--- src/rtl/brr_pkg.sv ---
package brr_pkg;

    typedef enum logic [1:0] {
        ST_HEAD    = 2'd0,
        ST_FETCH   = 2'd1,
        ST_EMIT_HI = 2'd2,
        ST_EMIT_LO = 2'd3
    } brr_state_e;

    // Header byte layout: [7:4] shift, [3:2] filter, [1] loop, [0] end
    typedef struct packed {
        logic [3:0] shift;
        logic [1:0] filt;
        logic       loop_f;
        logic       end_f;
    } brr_hdr_t;

    localparam int NIB_W  = 4;
    localparam int BYTE_W = 8;

endpackage

--- src/rtl/brr_predictor.sv ---
module brr_predictor
    import brr_pkg::*;
#(
    parameter int SAMPLE_W = 16
) (
    input  logic [NIB_W-1:0]           nibble,
    input  logic [3:0]                 shift,
    input  logic [1:0]                 filt,
    input  logic signed [SAMPLE_W-1:0] h1,
    input  logic signed [SAMPLE_W-1:0] h2,
    output logic signed [SAMPLE_W-1:0] sample
);
    localparam int ACC_W = SAMPLE_W + 8;
    localparam logic signed [ACC_W-1:0] MAXV = (ACC_W)'(2**(SAMPLE_W-1) - 1);
    localparam logic signed [ACC_W-1:0] MINV = -MAXV - (ACC_W)'(1);

    logic signed [ACC_W-1:0] nib_x, scaled, h1x, h2x, pred, total;

    always_comb begin
        nib_x  = {{(ACC_W-NIB_W){nibble[NIB_W-1]}}, nibble};
        scaled = nib_x <<< shift;
        h1x    = {{(ACC_W-SAMPLE_W){h1[SAMPLE_W-1]}}, h1};
        h2x    = {{(ACC_W-SAMPLE_W){h2[SAMPLE_W-1]}}, h2};
        unique case (filt)
            2'd0: pred = '0;
            2'd1: pred = h1x - (h1x >>> 4);
            2'd2: pred = (h1x <<< 1) - ((h1x + (h1x <<< 1)) >>> 5)
                       - h2x + (h2x >>> 4);
            2'd3: pred = (h1x <<< 1) - (((h1x <<< 3) + (h1x <<< 2) + h1x) >>> 6)
                       - h2x + ((h2x + (h2x <<< 1)) >>> 4);
            default: pred = '0;
        endcase
        total = scaled + pred;
        if (total > MAXV)
            sample = MAXV[SAMPLE_W-1:0];
        else if (total < MINV)
            sample = MINV[SAMPLE_W-1:0];
        else
            sample = total[SAMPLE_W-1:0];
    end
endmodule

--- src/rtl/brr_history.sv ---
module brr_history #(
    parameter int SAMPLE_W = 16
) (
    input  logic                       clk,
    input  logic                       rst_n,
    input  logic                       clr,
    input  logic                       adv,
    input  logic signed [SAMPLE_W-1:0] newest,
    output logic signed [SAMPLE_W-1:0] h1,
    output logic signed [SAMPLE_W-1:0] h2
);
    always_ff @(posedge clk or negedge rst_n) begin
        if (!rst_n) begin
            h1 <= '0;
            h2 <= '0;
        end else if (clr) begin
            h1 <= '0;
            h2 <= '0;
        end else if (adv) begin
            h2 <= h1;
            h1 <= newest;
        end
    end
endmodule

--- src/rtl/brr_seq.sv ---
module brr_seq
    import brr_pkg::*;
#(
    parameter int DATA_BYTES = 8
) (
    input  logic              clk,
    input  logic              rst_n,
    input  logic              restart,
    input  logic              in_valid,
    input  logic [BYTE_W-1:0] in_data,
    input  logic              out_ready,
    output logic              in_ready,
    output logic              out_valid,
    output logic              out_last,
    output brr_hdr_t          hdr,
    output logic [NIB_W-1:0]  nibble,
    output logic              adv
);
    localparam int CNT_W = (DATA_BYTES > 1) ? $clog2(DATA_BYTES) : 1;
    localparam logic [CNT_W-1:0] LAST_BYTE = CNT_W'(DATA_BYTES - 1);

    brr_state_e        state, state_nx;
    logic [BYTE_W-1:0] data_q;
    logic [CNT_W-1:0]  byte_cnt;

    // state register
    always_ff @(posedge clk or negedge rst_n) begin
        if (!rst_n)
            state <= ST_HEAD;
        else
            state <= state_nx;
    end

    // next state
    always_comb begin
        state_nx = state;
        if (restart) begin
            state_nx = ST_HEAD;
        end else begin
            unique case (state)
                ST_HEAD:    if (in_valid) state_nx = ST_FETCH;
                ST_FETCH:   if (in_valid) state_nx = ST_EMIT_HI;
                ST_EMIT_HI: if (out_ready) state_nx = ST_EMIT_LO;
                ST_EMIT_LO: if (out_ready)
                                state_nx = (byte_cnt == LAST_BYTE) ? ST_HEAD : ST_FETCH;
                default:    state_nx = ST_HEAD;
            endcase
        end
    end

    // outputs
    always_comb begin
        in_ready  = 1'b0;
        out_valid = 1'b0;
        out_last  = 1'b0;
        nibble    = data_q[NIB_W-1:0];
        unique case (state)
            ST_HEAD:    in_ready = 1'b1;
            ST_FETCH:   in_ready = 1'b1;
            ST_EMIT_HI: begin
                out_valid = 1'b1;
                nibble    = data_q[BYTE_W-1:NIB_W];
            end
            ST_EMIT_LO: begin
                out_valid = 1'b1;
                out_last  = (byte_cnt == LAST_BYTE);
            end
            default: ;
        endcase
        adv = out_valid && out_ready && !restart;
    end

    // datapath registers
    always_ff @(posedge clk or negedge rst_n) begin
        if (!rst_n) begin
            hdr      <= '0;
            data_q   <= '0;
            byte_cnt <= '0;
        end else if (!restart) begin
            if (state == ST_HEAD && in_valid) begin
                hdr      <= brr_hdr_t'(in_data);
                byte_cnt <= '0;
            end
            if (state == ST_FETCH && in_valid)
                data_q <= in_data;
            if (state == ST_EMIT_LO && out_ready)
                byte_cnt <= byte_cnt + CNT_W'(1);
        end
    end
endmodule

--- src/rtl/brr_block_decoder.sv ---
module brr_block_decoder
    import brr_pkg::*;
#(
    parameter int SAMPLE_W   = 16,
    parameter int DATA_BYTES = 8
) (
    input  logic                clk,
    input  logic                rst_n,
    input  logic                restart,
    input  logic                in_valid,
    output logic                in_ready,
    input  logic [7:0]          in_data,
    output logic                out_valid,
    input  logic                out_ready,
    output logic [SAMPLE_W-1:0] out_sample,
    output logic                out_last,
    output logic                out_stop,
    output logic                out_loop
);
    brr_hdr_t                   hdr;
    logic [NIB_W-1:0]           nibble;
    logic                       adv;
    logic signed [SAMPLE_W-1:0] h1, h2, sample;

    brr_seq #(.DATA_BYTES(DATA_BYTES)) seq_i (
        .clk       (clk),
        .rst_n     (rst_n),
        .restart   (restart),
        .in_valid  (in_valid),
        .in_data   (in_data),
        .out_ready (out_ready),
        .in_ready  (in_ready),
        .out_valid (out_valid),
        .out_last  (out_last),
        .hdr       (hdr),
        .nibble    (nibble),
        .adv       (adv)
    );

    brr_predictor #(.SAMPLE_W(SAMPLE_W)) pred_i (
        .nibble (nibble),
        .shift  (hdr.shift),
        .filt   (hdr.filt),
        .h1     (h1),
        .h2     (h2),
        .sample (sample)
    );

    brr_history #(.SAMPLE_W(SAMPLE_W)) hist_i (
        .clk    (clk),
        .rst_n  (rst_n),
        .clr    (restart),
        .adv    (adv),
        .newest (sample),
        .h1     (h1),
        .h2     (h2)
    );

    assign out_sample = sample;
    assign out_stop   = out_last & hdr.end_f & ~hdr.loop_f;
    assign out_loop   = out_last & hdr.end_f & hdr.loop_f;
endmodule

--- config.mk ---
export PLATFORM = sky130hd
export DESIGN_NAME = brr_block_decoder
export DESIGN_NICKNAME = d
export VERILOG_FILES = /design/src/rtl/brr_pkg.sv /design/src/rtl/brr_predictor.sv /design/src/rtl/brr_history.sv /design/src/rtl/brr_seq.sv /design/src/rtl/brr_block_decoder.sv
export SDC_FILE = /design/constraint.sdc
export NUM_CORES = 1
export LEC_CHECK = 0
export ABC_AREA = 1
export BUFFER_PORTS_ARGS = -buffer_cell sky130_fd_sc_hd__buf_2
export CORE_MARGIN = 4
export CORE_UTILIZATION = 35
export DETAILED_ROUTE_END_ITERATION = 7
export PLACE_DENSITY = 0.6
export SLEW_MARGIN = 20
export SYNTH_ARGS = -nofsm -noshare
export SYNTH_HDL_FRONTEND = slang
export SYNTH_HIERARCHICAL = 1
export SYNTH_SLANG_ARGS = --single-unit
export TNS_END_PERCENT = 50
--- constraint.sdc ---
create_clock -name clk -period 7.81 [get_ports clk]
set_input_delay 0 -clock clk [delete_from_list [all_inputs] [get_ports clk]]
set_output_delay 0 -clock clk [all_outputs]
set_load 0.1 [all_outputs]
## After elaboration in Yosys (flattened, before gate mapping)

Index checks and enable logic that the tools add are counted.
Widths: inputs -> output; s select.

| operators by class | value |
|---|---|
| $add $sub $neg | 13 |
| multiply operators | 0 |
| divide/modulo/power cells | 0 |
| order comparisons | 2 |
| equal/unequal tests | 11 |
| shifts and indexed selects | 1 |
| muxes and demuxes | 20 |
| bitwise operators | 5 |
| reduce and logical (&&, ||, !) cells | 16 |

Operators by type and width:

| kind | number |
|---|---|
| $mux 16 | 6 |
| $pmux 24 s4 | 1 |
| $sub 18x16->19 | 2 |
| $add 16x17->18 | 2 |
| $add 24x12->24 | 1 |
| $add 24x24->24 | 1 |
| $gt 24x16->1 const B | 1 |
| $lt 24x16->1 const B | 1 |
| $sshl 4x4->24 | 1 |
| $add 20x14->21 | 1 |
| $add 20x16->21 | 1 |
| $add 19x18->20 | 1 |
| $sub 17x13->18 | 1 |
| $sub 17x15->18 | 1 |
| $sub 16x12->17 | 1 |
| $ne 3x3->1 const B | 4 |
| $mux 2 | 5 |
| $eq 2x2->1 const B | 4 |
| $pmux 2 s4 | 1 |
| $mux 3 | 2 |
| $reduce_and 2->1 | 3 |
| $logic_and 1x1->1 | 5 |
| $eq 2x1->1 const B | 2 |
| $logic_not 2->1 | 2 |
| other kinds (10) | 18 |

| storage, ports and cells | value |
|---|---|
| register bits after elaboration | 53 |
| bits in latches | 0 |
| RAM bits | 0 |
| memory bits (read-only) | 0 |
| input bits | 13 |
| output and inout bits | 21 |
| logic and storage cells | 77 |
| memories kept | 0 |

## Logic depth before layout (Yosys ltp)

| logic depth | value |
|---|---|
| word-level depth | 12 |
| depth in mapped cells | 46 |
| depth with buffers taken out | 45 |

## Hierarchy

Netlist, hierarchy kept.

By module, submodules not included:

| module | instances | cells an instance | area an instance (um^2) |
|---|---|---|---|
| brr_predictor | 1 | 1319 | 8290.5 |
| brr_history | 1 | 140 | 1347.5 |
| brr_seq | 1 | 113 | 1073.5 |
| brr_block_decoder | 1 | 4 | 15.0 |

## Least setup slack after synthesis

OpenSTA, ideal clock, no wires.

| timing | value |
|---|---|
| kind | reg-to-reg |
| from | register hist_i.h1[5] |
| to | register hist_i.h1[2] |
| library setup time | 123 ps |
| data arrival time | 7117 ps |
| data required time | 7687 ps |
| path slack | 571 ps |
| cell stages (with the launch flop) | 41 |
| path buffers | 0 |
| clock period less this slack | 7239 ps |
| cells stage by stage | dfrtp_1 > inv_1 > fa_1 > inv_1 > ha_1 > inv_1 > nor3_1 > a21oi_1 > nor3_1 > nor2_1 > xor2_1 > fa_1 > inv_1 > fa_1 > inv_1 > ha_1 > nand2_1 > o21ai_0 > (+5 left out) > nand3_1 > nand3_1 > ha_1 > nand2_1 > inv_2 > nand2_1 > nor3_1 > nand2_2 > nand2_1 > nand2_1 > nand2_2 > o21ai_4 > a21oi_2 > nand3_2 > nand2_4 > nand2_1 > nand3_1 > nand2_1 |

| between the ends | value |
|---|---|
| cells in the longest elaborated chain, start to end | 12 |

RTL lines:

| item | line | source |
|---|---|---|
| from (decl) | brr_history.sv:9 | `output logic signed [SAMPLE_W-1:0] h1,` |
| from (signal assigned) | brr_history.sv:21 | `h1 <= newest;` |
| $add 19x18->20 | brr_predictor.sv:29 | `2'd3: pred = (h1x <<< 1) - (((h1x <<< 3) + (h1x <<< 2) + h1x) >>> 6)` |
| $add 20x16->21 | brr_predictor.sv:29 |  |
| $sub 17x15->18 | brr_predictor.sv:29 |  |
| $sub 18x16->19 | brr_predictor.sv:30 | `- h2x + ((h2x + (h2x <<< 1)) >>> 4);` |
| $add 20x14->21 | brr_predictor.sv:30 |  |
| $pmux 24 s4 * | brr_predictor.sv:24 | `unique case (filt)` |
| $add 24x24->24 * | brr_predictor.sv:33 | `total = scaled + pred;` |
| $lt 24x16->1 | brr_predictor.sv:36 | `else if (total < MINV)` |
| $mux 16 | brr_predictor.sv:36 |  |
| $mux 16 * | brr_predictor.sv:34 | `if (total > MAXV)` |
| net out_sample[2] | brr_block_decoder.sv:15 | `output logic [SAMPLE_W-1:0] out_sample,` |
| $mux 16 * | brr_history.sv:19 | `end else if (adv) begin` |
| $mux 16 * | brr_history.sv:16 | `end else if (clr) begin` |

Mark *: on every way through the listed nets, which the timed path passes. The rest lies on a longest branch. The select of a mux whose other input is x is not followed.
A chain may end at the register's enable or synchronous reset.

## Worst setup path in the final report

| timing | value |
|---|---|
| from | register hist_i.h1[3] |
| to | output out_sample[1] |

| between the ends | value |
|---|---|
| cells in the longest elaborated chain, start to end | 10 |

RTL lines:

| item | line |
|---|---|
| $add 19x18->20 | brr_predictor.sv:29 |
| $add 20x16->21 | brr_predictor.sv:29 |
| $sub 17x15->18 | brr_predictor.sv:29 |
| $sub 18x16->19 | brr_predictor.sv:30 |
| $add 20x14->21 | brr_predictor.sv:30 |
| $pmux 24 s4 * | brr_predictor.sv:24 |
| $add 24x24->24 * | brr_predictor.sv:33 |
| $lt 24x16->1 | brr_predictor.sv:36 |
| $mux 16 | brr_predictor.sv:36 |
| $mux 16 * | brr_predictor.sv:34 |
| to (decl) | brr_block_decoder.sv:15 |

Mark *: on every way between the ends. The rest lies on a longest branch, timed or not.

==> impl_results.md <==
* Pin count of the biggest net entering global routing at 54
* Synthesized cell area at 10700 sq um
* Clk sinks at 53
* Startpoint types: flip-flop
* Worst Setup EP: out_sample[1]
* Post-route DRC at 0
* Register area share after synthesis at 0.124
* Worst min path class: in -> reg
* H-tree lvl count at 2
* Routed via count at 10362
* Number of core rows at 63
* Slowest stage delay, CP at 0.56 ns
* Post-Synthesis Cells at approximately 1600
* Worst path most repeated cell: nand2_1
* Grt total ovfl at 0
* Io pins at 34
* Commonest cells after routing, fill and taps aside: 383 x nand2_1, 267 x inv_1, 120 x ha_1
* Commonest non-fill, non-tap cell in the layout: nand2_1
* Layout cells sized above 1 at 0.112
* Number of global-route vias before repair at 10326
* Max Slew Vio Count at 0
* Reg2reg end: hist_i/h1[5]
* PortBufs at 33
* Wirelength, routed at about 34000 microns
* Final setup fails at 0
* Slowest-stage cell, CP: fa_1
* Crit path capture type: output pin
* CTS tree: yes
* Final net count at 1841
* Via density per instance at 5.13
* Synth Net Count at 1788
* Utilization after layout at 0.401
* Total CTS buffers at 5
* # diodes at 0
* Reg2reg start: hist_i/h1[3]
* Crit-path max FO at 8
* Max Freq at 0.133 GHz
* GPL Wtd Cong at 0.965
* Worst reg-to-reg setup slack at 0.52 ns
* Setup CP Type: reg -> out
* Clk Latency, worst-skew pair at between 0.3 and 0.4 ns
* First-pass GRT wire length at 55000 microns
* Final ANT Viol Nets at 0
* Post-route minimum period at 7.50 ns
* GRT Overall Usage at 0.204
* Root buf cell: clkbuf_16
* Fin. Hold Viols at 0
* Register area at 1330 sq um
* Status: finished, final reports clean
* Clock skew at 0.0179 ns
* Drt initial violations at 803
* #FFs+latches synth at 53
* Area grow syn2layout at 11.8%
* Starting Density at 0.358
* Mean Syn Cell Area at 6.81 sq um
* Routed WL per cell at 17.0 microns
* Yosys warns at 6
* Slew HR at 0.308
* Multi-input gate area at 8330 sq um
* Chip Width at 183 microns
* DIE AREA at around 34000 sq um
* Final Cycle Share at 0.960
* Synth cell types at 49
* Die outline height at 183 microns
* Post-DP HPWL at 27800 microns
* Layout fillers at 3218
* R2R cell count at 36
* CP required at slightly below 8 ns
* Worst Setup SP: hist_i/h1[3]
* DRT Pass-1 Iters at 5
* Slew @ Worst Pin at ~1.0 ns
* Crit path DAT at about 7.5 ns
* Worst-path clk slew at 0.09 ns
* Antenna violations before repair at 0
* CTS max path bufs at 2
* Core Footprint at 30000 sq um
* Max Cap Viol at 0
layer usage:
| layer | vias to the layer above | track usage | share of wire |
|---|---|---|---|
| met3 | 38 | 0.0252 | 0.054 |
| met1 | 4836 | 0.286 | 0.46 |
| met4 | 0 | 0.0432 | 0.019 |
| met2 | 292 | 0.339 | 0.46 |
| li1 | 5196 | - | - |
| met5 | - | 0 | 0 |
metrics by stage:
step / setup WS (ns) / setup TNS, ns / instance area (sq um) / std cells / hold slack, ns
5_1_grt: -0.0467 / -0.279 / 12000 / 2020 / 0.145
3_3_place_gp: 0.323 / 0 / 11600 / 2001 / 0.226
6_report: 0.309 / 0 / 12000 / 2020 / 0.113
4_1_cts: 0.134 / 0 / 11800 / 2018 / 0.110
2_1_floorplan: 0.571 / 0 / 10700 / 1576 / -0.296
3_5_place_dp: 0.312 / 0 / 11600 / 2001 / 0.228
kinds of logic after synthesis:
kind of cell               count (synthesis)  synth area share
muxes                                      4           0.00420
adders and majority gates                199             0.283
and+or+nand+nor                          698             0.288
DFF                                       53             0.124
buffers and inverters                    296             0.113
AOI/OAI and AO/OA                        276             0.147
xor gates and xnor gates                  50            0.0408
flip-flops by register name, indices dropped and copies added, names as in the netlist:
name            count
seq_i/hdr           8
seq_i/state         2
hist_i/h1          16
seq_i/byte_cnt      3
seq_i/data_q        8
hist_i/h2          16
final cells by class:
type,instances,share of cell area
Sequential cell,53,0.111
Tap cell,390,0.0407
Clock buffer,5,0.0104
Inverter,275,0.0860
Multi-Input combinational cell,1228,0.694
Clock inverter,3,0.00240
Timing Repair Buffer,66,0.0551
critical path: cells and delay by family (launching register included):
kind | cells | cell delay, ns
DFF | 1 | 0.43
AOI/OAI and AO/OA | 5 | 0.93
buffers and inverters | 6 | 0.70
adders and majority gates | 6 | 2.61
xor gates and xnor gates | 1 | 0.16
and+or+nand+nor | 17 | 2.32
Yosys cell counts (all sizes together):
| master | count | share of area |
|---|---|---|
| nand2 | 418 | 0.15 |
| inv | 275 | 0.096 |
| nand3 | 129 | 0.067 |
| ha | 126 | 0.15 |
| a21oi | 124 | 0.059 |
| nor2 | 104 | 0.039 |
| o21ai | 100 | 0.051 |
| fa | 73 | 0.14 |
| dfrtp | 53 | 0.12 |
| xor2 | 36 | 0.029 |
| buf | 14 | 0.014 |
| xnor2 | 14 | 0.011 |
| o21bai | 13 | 0.0091 |
| or2 | 12 | 0.0070 |
| nand4 | 11 | 0.0064 |
| nor3 | 11 | 0.0051 |
| nand3b | 9 | 0.0066 |
| a21boi | 7 | 0.0052 |
| clkbuf | 7 | 0.0024 |
| o211ai | 7 | 0.0049 |
| a21o | 5 | 0.0035 |
| o21a | 5 | 0.0035 |
| a31oi | 4 | 0.0023 |
| mux2 | 4 | 0.0042 |
| o221ai | 4 | 0.0033 |
| nor4 | 3 | 0.0017 |
| o31ai | 3 | 0.0021 |
| o311ai | 2 | 0.0016 |
| a211oi | 1 | 0.00070 |
| and2 | 1 | 0.00058 |
| o2111ai | 1 | 0.00082 |
worst min path at each step:
stage                          from           endpoint  slack (ns)  depth (start not counted)
final                     out_ready  seq_i/byte_cnt[0]        0.11                          5
after detailed placement      rst_n      hist_i/h1[13]        0.23                          2
after global placement        rst_n      hist_i/h1[13]        0.23                          2
after floorplan               rst_n       hist_i/h1[0]       -0.30                          0
after CTS                 out_ready  seq_i/byte_cnt[0]        0.11                          5
after global routing      out_ready  seq_i/byte_cnt[0]        0.14                          5
repair_timing:
item / in CTS / in global routing
cloned: 0 / 1
pin swaps: 0 / 1
hold buffers: 9 / 0
setup buffers: 0 / 1
endpoints found under the hold margin: 69 / 0
endpoints found under the setup margin: 1 / 31
gates resized for setup: 1 / 41
Power is not shown: default switching activity piles up to over one toggle a cycle in this logic, so the estimate is an artifact.
